===== config.mk =====
export PLATFORM = sky130hd
export DESIGN_NAME = speed_disc_lock
export DESIGN_NICKNAME = d
export VERILOG_FILES = /design/src/rtl/speed_disc_lock.sv
export SDC_FILE = /design/constraint.sdc
export NUM_CORES = 1
export LEC_CHECK = 0
export BUFFER_PORTS_ARGS = -buffer_cell sky130_fd_sc_hd__clkbuf_2
export CAP_MARGIN = 20
export CORE_MARGIN = 2
export CORE_UTILIZATION = 50
export CTS_CLUSTER_SIZE = 30
export DETAILED_ROUTE_END_ITERATION = 10
export GPL_TIMING_DRIVEN = 0
export MAX_ROUTING_LAYER = met4
export PLACE_DENSITY = 0.7
export SLEW_MARGIN = 20
export SYNTH_ARGS = -nofsm -noshare
export SYNTH_HDL_FRONTEND = slang
export SYNTH_SLANG_ARGS = --single-unit

===== constraint.sdc =====
create_clock -name clk -period 4.1 [get_ports clk]
set_input_delay 0.41 -clock clk [delete_from_list [all_inputs] [get_ports clk]]
set_output_delay 0.41 -clock clk [all_outputs]
set_load 0.02 [all_outputs]

===== src/rtl/speed_disc_lock.sv =====
module speed_disc_lock #(
  parameter int CNT_W    = 24,
  parameter int ERR_W    = 16,
  parameter int DIV_LOG2 = 10,
  parameter int WIN_LOG2 = 4,
  parameter int LP_COUNT = 96
) (
  input  logic             clk,
  input  logic             rst_n,
  input  logic             fg,
  input  logic             ref_clk,
  input  logic             lp_tick,
  input  logic             stop,
  input  logic             brake,
  input  logic             uv,
  output logic [ERR_W-1:0] err,
  output logic             lock_n,
  output logic             fault,
  output logic             drive_off
);

  localparam int LP_W = $clog2(LP_COUNT);
  localparam logic signed [CNT_W:0] E_HI = (CNT_W+1)'(2**(ERR_W-1) - 1);
  localparam logic signed [CNT_W:0] E_LO = ~E_HI;

  logic             fg_d, ck_d, fg_seen, ck_seen, ref_ok, armed;
  logic [CNT_W-1:0] fg_cnt, ck_cnt, ref_q;
  logic [LP_W-1:0]  lp_cnt;

  wire fg_rise = fg & ~fg_d;
  wire ck_rise = ref_clk & ~ck_d;
  wire eval    = fg_rise & fg_seen & ref_ok;

  logic signed [CNT_W:0] diff;
  logic        [CNT_W:0] mag;
  logic                  in_win, out_now;
  logic [ERR_W-1:0]      err_next;

  assign diff     = $signed({1'b0, fg_cnt}) - $signed({1'b0, ref_q});
  assign mag      = diff[CNT_W] ? -diff : diff;
  assign in_win   = mag <= {1'b0, ref_q >> WIN_LOG2};
  assign out_now  = eval ? ~in_win : lock_n;
  assign err_next = (diff > E_HI) ? E_HI[ERR_W-1:0] :
                    (diff < E_LO) ? E_LO[ERR_W-1:0] : diff[ERR_W-1:0];
  assign drive_off = fault | uv;

  always_ff @(posedge clk or negedge rst_n) begin
    if (!rst_n) begin
      fg_d    <= 1'b0;
      ck_d    <= 1'b0;
      fg_cnt  <= '0;
      ck_cnt  <= '0;
      fg_seen <= 1'b0;
      ck_seen <= 1'b0;
      ref_ok  <= 1'b0;
      ref_q   <= '0;
    end else begin
      fg_d   <= fg;
      ck_d   <= ref_clk;
      fg_cnt <= fg_rise ? CNT_W'(1) : fg_cnt + {{(CNT_W-1){1'b0}}, ~&fg_cnt};
      ck_cnt <= ck_rise ? CNT_W'(1) : ck_cnt + {{(CNT_W-1){1'b0}}, ~&ck_cnt};
      if (fg_rise) fg_seen <= 1'b1;
      if (ck_rise) begin
        ck_seen <= 1'b1;
        if (ck_seen) begin
          ref_q  <= ck_cnt >> DIV_LOG2;
          ref_ok <= 1'b1;
        end
      end
    end
  end

  always_ff @(posedge clk or negedge rst_n) begin
    if (!rst_n) begin
      err    <= '0;
      lock_n <= 1'b1;
    end else if (eval) begin
      err    <= err_next;
      lock_n <= ~in_win;
    end
  end

  always_ff @(posedge clk or negedge rst_n) begin
    if (!rst_n) begin
      lp_cnt <= '0;
      fault  <= 1'b0;
      armed  <= 1'b0;
    end else if (stop | brake) begin
      lp_cnt <= '0;
      if (fault) armed <= 1'b1;
    end else if (fault) begin
      if (armed) begin
        fault  <= 1'b0;
        armed  <= 1'b0;
        lp_cnt <= '0;
      end
    end else if (eval & in_win) begin
      lp_cnt <= '0;
    end else if (lp_tick & out_now) begin
      if (lp_cnt == LP_W'(LP_COUNT - 1)) begin
        fault  <= 1'b1;
        lp_cnt <= '0;
      end else begin
        lp_cnt <= lp_cnt + 1'b1;
      end
    end
  end

endmodule


### After elaboration in Yosys (flattened, before gate mapping)

Cells that the tools add are included.

| cells by class | value |
|---|---|
| add/subtract/negate cells | 5 |
| order comparisons | 3 |
| equality and inequality tests | 2 |
| mux-type cells | 20 |
| bitwise operators | 11 |
| reductions and logical operators | 7 |

Operators with widths:

| cell | number |
|---|---|
| 24-bit by 1-bit adder with 24-bit output | 2 |
| 24-bit 2-to-1 mux | 2 |
| 24-bit AND reduction | 2 |
| 7-bit 2-to-1 mux | 6 |
| 16-bit 2-to-1 mux | 2 |
| 25-bit by 16-bit > comparator with 1-bit output (second input constant) | 1 |
| 25-bit by 10-bit <= comparator with 1-bit output | 1 |
| 25-bit by 16-bit less-than comparator with 1-bit output (second input constant) | 1 |
| 25-bit 2-to-1 mux | 1 |
| 25-bit negator | 1 |
| 24-bit by 14-bit subtractor with 25-bit output | 1 |
| 1-bit 2-to-1 mux | 9 |
| 7-bit by 1-bit adder with 7-bit output (second input constant) | 1 |
| 7-bit equality test (second input constant) | 1 |
| 1-bit bitwise AND | 6 |
| 2-bit AND reduction | 2 |
| 4-bit nonzero test | 1 |
| 3-bit by 1-bit != test with 1-bit output (second input constant) | 1 |
| 1-bit inverter | 3 |
| 1-bit logical NOT | 2 |
| 1-bit OR | 2 |

| word-level totals | value |
|---|---|
| bits in registers | 93 |
| output and inout bits | 19 |
| logic and storage cells | 61 |

### Logic depth before layout (Yosys ltp)

Gate-level depths: netlist (run 1).

| depth | value |
|---|---|
| depth after elaboration | 11 |
| depth in mapped cells | 23 |

### Worst setup path before layout (run 1)

No wires, ideal clock.

| timing path | value |
|---|---|
| kind | register -> register |
| from | reg fg_cnt[11] |
| to | reg lp_cnt[3] |
| library setup time | 0.121 ns |
| arrival | 4.383 ns |
| slack | -0.404 ns |
| stages on the path, launching flop included | 23 |
| period minus slack after synthesis | 4.504 ns |
| cell sequence | dfrtp_1 > ha_1 > buf_6 > a21o_4 > a311oi_2 > nor2_1 > or3_4 > or4_1 > buf_2 > nor2_1 > a21oi_1 > ha_1 > nor2b_1 > o21a_1 > o21a_1 > o211ai_1 > a31oi_1 > o21ai_0 > o211ai_1 > nand2b_1 > o31ai_4 > o21ai_0 > a22o_1 |

| between the ends | value |
|---|---|
| word-level cells in the longest chain between the ends | 9 |
| elaborated cells on any way between the ends | 13 |
| classes of those cells | add/sub (2); order compare (1); mux (5); bitwise (3); reduce/logical (2) |

RTL lines:

| element | line | RTL |
|---|---|---|
| start, declared | 27 | `logic [CNT_W-1:0] fg_cnt, ck_cnt, ref_q;` |
| start signal, assigned | 60 | `fg_cnt <= fg_rise ? CNT_W'(1) : fg_cnt + {{(CNT_W-1){1'b0}}, ~&fg_cnt};` |
| 24-bit by 14-bit subtractor with 25-bit output * | 39 | `assign diff = $signed({1'b0, fg_cnt}) - $signed({1'b0, ref_q});` |
| 25-bit negator | 40 | `assign mag = diff[CNT_W] ? -diff : diff;` |
| 25-bit 2-to-1 mux * | 40 |  |
| 25-bit by 10-bit <= comparator with 1-bit output * | 41 | `assign in_win = mag <= {1'b0, ref_q >> WIN_LOG2};` |
| 1-bit inverter | 42 | `assign out_now = eval ? ~in_win : lock_n;` |
| 1-bit 2-to-1 mux | -- |  |
| 1-bit bitwise AND | 99 | `end else if (lp_tick & out_now) begin` |
| 4-bit nonzero test (no source line) | -- |  |
| 2-bit AND reduction (no source line) | -- |  |
| end signal, assigned | 104 | `lp_cnt <= lp_cnt + 1'b1;` |
| end, declared | 28 | `logic [LP_W-1:0] lp_cnt;` |

Mark *: on every way between the ends. The rest lies on a longest branch, timed or not.
A chain may end at the register's enable or synchronous reset.

### Worst setup path in the final report (run 1)

| timing path | value |
|---|---|
| from | reg fg_cnt[10] |
| to | reg lp_cnt[3] |

The elaborated chain is that of the path after synthesis.

==> results of run 1 <==
path summary, 6_finish.rpt:
path                             from          to  slack [ns]
hold reg to reg               err[12]     err[12]        0.47
min in group clk              ref_clk        ck_d        0.17
max in group asynchronous       rst_n   fg_cnt[1]        3.43
setup reg to reg           fg_cnt[10]   lp_cnt[3]       -0.67
hold / removal                  rst_n  fg_cnt[18]        0.10
setup / recovery           fg_cnt[10]   lp_cnt[3]       -0.67
final cells by class:
type / instances / area share, %
timing repair buffer: 54 / 5.13
clock inverter: 5 / 0.811
inverter: 26 / 1.37
tap: 147 / 2.59
sequential: 93 / 32.9
clock buffer: 11 / 3.42
multi-input combinational: 535 / 52.3
buffer: 21 / 1.52
power breakdown:
part / switching, uW / internal [uW] / leakage (uW)
Combinational: 1310 / 956 / 0.00186
Clock: 362 / 492 / 0.000150
Sequential: 82.9 / 1030 / 0.00122
cell families after synthesis:
| family | after synthesis |
|---|---|
| simple gates | 294 |
| mux | 15 |
| buf+inv | 49 |
| flops | 93 |
| fa+ha+maj | 32 |
| compound gates | 143 |
| xor+xnor | 51 |
timing repair:
action                                  4_1_cts  5_1_grt
pin swaps                                    19       27
hold buffers                                  0        0
resized for setup                            23       39
setup buffers                                17       11
endpoints found under the setup margin        9       19
flip-flops by register name, indices dropped and copies added (netlist names):
name     count
ck_cnt      24
fg_cnt      24
err         16
ref_q       14
lp_cnt       7
armed        1
ck_d         1
ck_seen      1
fault        1
fg_d         1
fg_seen      1
lock_n       1
ref_ok       1
through the flow:
stage	area (um^2)	utilization, %	power [uW]
2_1_floorplan	6060	-	2650
3_3_place_gp	6370	53.5	3110
3_5_place_dp	6380	53.6	3160
4_1_cts	6900	57.9	4150
5_1_grt	7100	59.6	4540
6_report	7100	59.6	4240
per-layer routing:
| metal | track usage (%) | up-vias |
|---|---|---|
| met1 | 29.9 | 2529 |
| met4 | 11.2 | 0 |
| met3 | 3.19 | 33 |
| met5 | - | - |
| met2 | 41.8 | 115 |
| li1 | - | 2549 |
cell usage in the layout, fill, tap and decap left out, drive strengths merged, types with 4 or more instances in the layout:
cell and count:
ha 31, and2 8, o31ai 5, nor4 6
a31oi 4, a211oi 9, or2 10, dfrtp 92
o211ai 4, a21oi 23, mux2 14, nor2b 14
xnor2 14, nand4 16, inv 28, or3 11
o21ai 46, or4 4, o21a 8, a21o 6
buf 35, nor2 74, xor2 37, nand2b 4
nand4b 4, nor3 12, and3 14, nand2 78
clkbuf 51, nand3 29, nor4b 4
==> impl_metrics.yaml, run 1 <==
timing:
  maxSlewViolCount: 0
  post-route-worst-setup-slack_ns: -0.670
  rsz0062_at_grt: "yes"
  tns_ns: -5.50
  period_needed_ns: 4.77
  clock_skew_ns: 0.00786
  slew_headroom_pct: 42.7
  tightest_slew_ns: 0.850
  fmax_ghz: 0.210
  hold_violations: 0
  setup_viol: 9
  hold-worst-slack_ns: 0.101
  finalCritPeriodShare_pct: 116
setup_path:
  cp_max_fo: 10
  arrival_ns: 5.01
  cpPeakStageDelay_ns: 0.48
  reg2reg_depth: 22
  slowest_stage: "or4_4"
  crit_chain: "ha_1, buf_4, nand4_1, or4_4, o21ai_2, or3_4, or4_4, nor2_1, a21oi_1, ha_1, nor2b_4, o21a_1, o21a_1, o211ai_1, a31oi_1, o21ai_1, o211ai_1, nand2b_4, o31ai_4, buf_6, o21ai_1, a22o_1"
  critical_path_buf_inv_count: 2
  cp-end-kind: "register"
  startpoint_type: "register"
  crit_cells: 22
  cp_top_family: "compound AO/OA/AOI/OAI gates"
  crit_type: "register to register"
  worstPathRequired_ns: 4.34
cells_and_area:
  area_delta_synth_final_pct: 17.4
  fill_cells: 1028
  multi_input_area_um2: 3710
  final_cells: 892
  drive_gt1_share_pct: 20.5
  register_area_um2: 2330
  antennaDiodeCount: 0
  fin_nets: 780
clock_tree:
  clk_path_buf_depth: 2
  clockRootBuffer: "clkbuf_16"
  tritoncts: "yes"
  cts-buffers-inserted: 9
  cts_sinks: 93
  htreeDepth: 3
  path_clk_slew_ns: 0.07
  insertion_delay_ns: 0.36
drt:
  vias: 5226
  viasPerCell: 5.86
  drt_first_pass_iters: 5
  wl_um: 14900
  wl_per_cell_um: 16.7
  top_layer: "met4"
  ant_nets: 0
  wl_met1_um: 6410
  wl_met3_um: 485
  drt_iter0_markers: 282
  remaining_drc_errors: 0
  dr_wl_met2_um: 7550
logic_synthesis:
  synth-seq-area-share_pct: 38.5
  synth-main-ff-cell: "dfrtp_1"
  synth_area_leaders: "dfrtp_1 (38%), ha_1 (6.4%), xor2_1 (5.4%)"
  synthArstFlopShare_pct: 100
  synth-simple-area-share_pct: 24.1
  avgSynthCellArea_um2: 8.93
  yosysMostFrequentCell: "dfrtp_1"
  synth_top_family_by_area: "simple AND/OR/NAND/NOR gates"
  yosysTopAreaCell: "dfrtp_1"
  synth_cell_type_count: 70
  synth_cells: 677
  netlist_area_um2: 6050
  synth-adder-area-share_pct: 6.75
  ys_top_cells_by_count: "dfrtp_1 (92), nand2_1 (78), nor2_1 (74)"
  synth_compound_area_share_pct: 17.1
  synthesis.nets: 717
  synthMuxAreaShare_pct: 2.77
  synth_edf_count: 0
  netlist.area_leader.share_pct: 38.1
  ys_seq_elements: 93
  synth_xor_area_share_pct: 7.39
  synth_warnings: 0
grt:
  grt_pass1_wl_um: 25000
  antenna_found_initial: 0
  overflow: 0
  grt_use_total_pct: 24.9
  grt_max_degree: 94
  grt_pass1_vias: 5209
placed_design:
  dp_cells: 850
  portBuffers: 26
  place.gp.congestion: 0.949
  pre_cts_ws_ns: -1.17
  dp_hpwl_um: 10900
floorplanning:
  rows: 40
  die_h_um: 114
  core_um2: 11900
  die_w_um: 114
  num_io_pins: 27
  start_util_pct: 50.8
  dieArea_um2: 13000
pwr:
  power_density_nw_per_um2: 597
  leakage_uw: 0.00324
  vdd_drop_max_mv: 0.333
status:
  status: "complete, but fails checks"
  violations: "negative setup slack"
min_path:
  hp-class: "input port to async pin"
flow_run:
  maxCapViolCount: 0
(Power assumes the default switching activity.)
==> run 2, diff against run 1 <==
--- a/config.mk
+++ b/config.mk
@@ -11,7 +11,7 @@
 export CORE_UTILIZATION = 50
 export CTS_CLUSTER_SIZE = 30
 export DETAILED_ROUTE_END_ITERATION = 10
-export GPL_TIMING_DRIVEN = 0
+export GPL_TIMING_DRIVEN = 1
 export MAX_ROUTING_LAYER = met4
 export PLACE_DENSITY = 0.7
 export SLEW_MARGIN = 20
==> impl_metrics.yaml, run 2 (synthesis results as in run 1) <==
drt:
  ant_nets: 0
  vias: 5524
  wl_um: 15600
  drt_first_pass_iters: 8
  viasPerCell: 5.73
  remaining_drc_errors: 0
  drt_iter0_markers: 293
  wl_per_cell_um: 16.2
timing:
  post-route-worst-setup-slack_ns: -0.508
  hold-worst-slack_ns: 0.148
  finalCritPeriodShare_pct: 112
  hold_violations: 0
  rsz0062_at_grt: "yes"
  clock_skew_ns: 0.0102
  fmax_ghz: 0.217
  slew_headroom_pct: 44.2
  period_needed_ns: 4.61
  tightest_slew_ns: 0.838
  maxSlewViolCount: 0
  setup_viol: 9
setup_path:
  critical_path_buf_inv_count: 1
  crit_path_frequent_cell: "o21a_1"
  startpoint_type: "register"
  cp-end-kind: "register"
  slowest_stage: "or4b_4"
  cp_max_fo: 4
  crit_type: "register to register"
  arrival_ns: 4.86
  worstPathRequired_ns: 4.35
  r2r_end: "lp_cnt[2]"
  reg2reg_depth: 20
  cpPeakStageDelay_ns: 0.57
  reg2reg_from: "ref_q[11]"
  crit_chain: "inv_1, ha_1, a21o_4, a311oi_2, nor2_1, or3_4, or4_4, nor2_4, a21oi_2, ha_1, nor2b_1, o21a_1, o21a_1, o211ai_1, a31oi_1, o21ai_1, o211ai_1, or4b_4, and3_4, o21a_1"
  cp_top_family: "simple AND/OR/NAND/NOR gates"
  rrSetupSlack_ns: -0.51
clock_tree:
  tritoncts: "yes"
  cts_sinks: 93
  path_clk_slew_ns: 0.07
  clockRootBuffer: "clkbuf_16"
  clk_path_buf_depth: 2
  insertion_delay_ns: 0.36
  cts-buffers-inserted: 9
  cts_hold_buf: 0
  htreeDepth: 3
floorplanning:
  die_w_um: 114
  rows: 40
  start_util_pct: 50.8
  dieArea_um2: 13000
  num_io_pins: 27
  core_um2: 11900
  die_h_um: 114
placed_design:
  pre_cts_ws_ns: -0.661
  dp_hpwl_um: 12100
  portBuffers: 26
  place.gp.congestion: 0.919
  dp_cells: 941
cells_and_area:
  mostFrequentLayoutCells: "buf_4 (121), dfrtp_1 (92), nand2_1 (78), nor2_1 (72)"
  antennaDiodeCount: 0
  final_cells: 964
  post-route-util_pct: 63.4
  drive_gt1_share_pct: 27.1
  reg_top3: "ck_cnt (24), fg_cnt (24), err (16)"
  final_common_cell: "buf_4"
  fin_nets: 852
  area_delta_synth_final_pct: 25.0
flow_run:
  maxCapViolCount: 0
status:
  status: "complete, but fails checks"
  violations: "negative setup slack"
grt:
  grt_max_degree: 66
  overflow: 0
  grt_use_total_pct: 25.9
  grt_pass1_vias: 5407
  grt_pass1_wl_um: 26100
  antenna_found_initial: 0
pwr:
  totalPowerFinal_uw: 4550
  power_density_nw_per_um2: 602
  vdd_drop_max_mv: 0.329
  leakage_uw: 0.00360
min_path:
  hp-class: "input port to async pin"
run 2: cell types whose count changed in the layout (fill, tap and decap cells not counted), sizes merged:
cell	previous run	this run
clkbuf	51	34
buf	35	121
inv	28	29
o31ai	5	6
clkinv	2	4
bufinv	1	0
run 2: power by group:
| group | total (uW) | internal [uW] | switching, uW |
|---|---|---|---|
| logic | 2640 | 1230 | 1410 |
| registers | 1100 | 1030 | 72.1 |
| clock network | 807 | 420 | 388 |
run 2: what timing repair did:
| action | in CTS | in global routing |
|---|---|---|
| endpoints found under the hold margin | 0 | 0 |
| setup endpoints to repair | 9 | 24 |
| cloned | 1 | 0 |
| pin swaps | 8 | 8 |
| gates resized for setup | 11 | 15 |
| buffers inserted | 3 | 4 |
run 2: cell type report:
class	count	area (um^2)
multi-input cells	536	3630
clock buffers	9	225
repair buffers	146	1030
clock inverters	7	56.3
flip-flops and latches	93	2330
inverters	26	97.6
fillers	1018	4360
well taps	147	184
run 2: per-layer routing:
metal,share of wire (%),routed length [um],global-route usage [%]
met5,0,0,-
met4,2.3,363,9.92
met3,3.8,587,3.56
met2,50,7840,42.8
met1,44,6840,32.4
run 2: worst max path at each step:
stage	start	end	slack [ns]	depth (start not counted)
floorplan	fg_cnt[11]	lp_cnt[0]	-0.35	22
global placement	fg_cnt[0]	lp_cnt[1]	-0.51	23
detailed placement	fg_cnt[0]	lp_cnt[1]	-0.66	23
CTS	fg_cnt[0]	lp_cnt[2]	-0.47	21
global route	fg_cnt[0]	lp_cnt[1]	-0.72	22
finish	ref_q[11]	lp_cnt[2]	-0.51	20
run 2: metrics by stage:
stage          instance area (um^2)  setup TNS (ns)
3_3_place_gp                   7130           -3.87
4_1_cts                        7460           -3.53
3_5_place_dp                   7130           -5.12
5_1_grt                        7560           -5.99
6_report                       7560           -4.04
2_1_floorplan                  6060           -2.46
==> run 3, diff against run 2 <==
--- a/config.mk
+++ b/config.mk
@@ -14,6 +14,7 @@
 export GPL_TIMING_DRIVEN = 1
 export MAX_ROUTING_LAYER = met4
 export PLACE_DENSITY = 0.7
+export REMOVE_ABC_BUFFERS = 1
 export SLEW_MARGIN = 20
 export SYNTH_ARGS = -nofsm -noshare
 export SYNTH_HDL_FRONTEND = slang
==> constraint.sdc (replaced) <==
create_clock -name clk -period 3.9 [get_ports clk]
set_input_delay 0.39 -clock clk [delete_from_list [all_inputs] [get_ports clk]]
set_output_delay 0.39 -clock clk [all_outputs]
set_load 0.02 [all_outputs]
==> impl_metrics.yaml, run 3 (synthesis results as in run 1) <==
timing:
  rsz0062_at_grt: "yes"
  tns_ns: -4.96
  slew_headroom_pct: 46.8
  tightest_slew_ns: 0.796
  clock_skew_ns: 0.0111
  hold-worst-slack_ns: 0.0654
  fmax_ghz: 0.222
  hold_violations: 0
  post-route-worst-setup-slack_ns: -0.607
  finalCritPeriodShare_pct: 116
  period_needed_ns: 4.51
  setup_viol: 9
  maxSlewViolCount: 0
drt:
  drt_iter0_markers: 343
  wl_um: 16200
  remaining_drc_errors: 0
  ant_nets: 0
  vias: 5664
  viasPerCell: 5.76
  drt_first_pass_iters: 4
  wl_per_cell_um: 16.5
placed_design:
  portBuffers: 26
  place.gp.congestion: 0.898
  dp_hpwl_um: 12500
grt:
  grt_pass1_wl_um: 26900
  antenna_found_initial: 0
  grt_use_met1_pct: 32.8
  grt_max_degree: 54
  grt_use_total_pct: 26.9
  grt_pass1_vias: 5621
  overflow: 0
  use_met2_pct: 44.2
  top_usage_layer: "met2"
  grt_use_met3_pct: 4.36
cells_and_area:
  area_delta_synth_final_pct: 26.7
  reg_top3: "ck_cnt (24), fg_cnt (24), err (16)"
  fill_cells: 1023
  mostFrequentLayoutCells: "buf_4 (142), dfrtp_1 (92), nand2_1 (78), nor2_1 (72), o21ai_0 (39)"
  antennaDiodeCount: 0
  drive_gt1_share_pct: 28.0
  fin_nets: 873
  post-route-util_pct: 64.3
  final_common_cell: "buf_4"
  register_area_um2: 2330
  multi_input_area_um2: 3560
clock_tree:
  tritoncts: "yes"
  cts_sinks: 93
  path_clk_slew_ns: 0.07
  cts-buffers-inserted: 9
  clockRootBuffer: "clkbuf_16"
  insertion_delay_ns: 0.36
  clk_path_buf_depth: 2
  htreeDepth: 3
floorplanning:
  start_util_pct: 50.8
  rows: 40
  die_h_um: 114
  core_um2: 11900
  num_io_pins: 27
  die_w_um: 114
  dieArea_um2: 13000
setup_path:
  reg2reg_depth: 24
  cp_max_fo: 5
  cpPeakStageDelay_ns: 0.47
  crit_chain: "inv_1, ha_2, fa_2, nor2b_2, o31ai_4, a211oi_2, or3_4, or4_4, nor2_2, a21oi_1, ha_1, nor2b_1, o21a_1, o21a_1, o211ai_1, a31oi_1, o21ai_1, o211ai_1, nand2b_4, o31ai_4, buf_4, buf_6, o21ai_0, o2bb2ai_1"
  reg2reg_from: "fg_cnt[0]"
  rrSetupSlack_ns: -0.61
  arrival_ns: 4.75
  worstPathRequired_ns: 4.15
  cp-end-kind: "register"
  startpoint_type: "register"
  slowest_stage: "or4_4"
  r2r_end: "lp_cnt[5]"
  crit_type: "register to register"
pwr:
  power_density_nw_per_um2: 630
  leakage_uw: 0.00369
  vdd_drop_max_mv: 0.316
flow_run:
  maxCapViolCount: 0
min_path:
  hp-class: "input port to async pin"
status:
  status: "complete, but fails checks"
  violations: "negative setup slack"
-- run 3: worst max path at each step --
stage               start   endpoint  slack [ns]  cells after the start
2_1_floorplan  fg_cnt[11]  lp_cnt[3]       -1.00                     17
6_report        fg_cnt[0]  lp_cnt[5]       -0.61                     24
3_5_place_dp    fg_cnt[0]  lp_cnt[4]       -0.84                     23
4_1_cts         fg_cnt[0]  lp_cnt[5]       -0.63                     24
3_3_place_gp    fg_cnt[0]  lp_cnt[5]       -0.65                     23
5_1_grt         fg_cnt[0]  lp_cnt[6]       -0.93                     24
-- run 3: per-stage QoR --
| stage | std cells | total power [uW] | setup slack (ns) | instance area (um^2) |
|---|---|---|---|---|
| 3_3_place_gp | 958 | 3790 | -0.647 | 7240 |
| 4_1_cts | 980 | 4800 | -0.626 | 7620 |
| 6_report | 984 | 4820 | -0.607 | 7660 |
| 5_1_grt | 984 | 5180 | -0.926 | 7660 |
| 3_5_place_dp | 958 | 3860 | -0.837 | 7240 |
| 2_1_floorplan | 654 | 2740 | -1.00 | 5940 |
-- run 3: worst max-delay path: cells and delay by family (launching register included) --
kind	cells	cell delay, ns
flops	1	0.38
fa+ha+maj	3	0.67
simple gates	6	1.33
buf+inv	3	0.32
compound gates	12	1.71
-- run 3: cell type report --
| class | instances | area share, % |
|---|---|---|
| Clock inverter | 5 | 0.588 |
| Sequential cell | 93 | 30.4 |
| Multi-Input combinational cell | 535 | 46.5 |
| Inverter | 26 | 1.27 |
| Timing Repair Buffer | 168 | 15.7 |
| Clock buffer | 10 | 3.12 |
| Tap cell | 147 | 2.40 |
-- run 3: where the power goes --
part	switching (uW)	total (uW)	internal, uW
clock network	389	844	455
registers	75.3	1160	1080
logic	1440	2820	1380
-- run 3: metal layers --
layer	part of all wire, %	vias to the layer above	routed length, um
met1	44	2760	7120
met4	3.2	0	514
li1	-	2726	-
met2	49	143	7880
met3	4.3	35	692
met5	0	-	0
-- run 3: timing repair --
action	4_1_cts	5_1_grt
hold buffers	0	0
buffers inserted	7	4
resized for setup	13	4
endpoints found under the setup margin	20	24
pin swaps	5	2
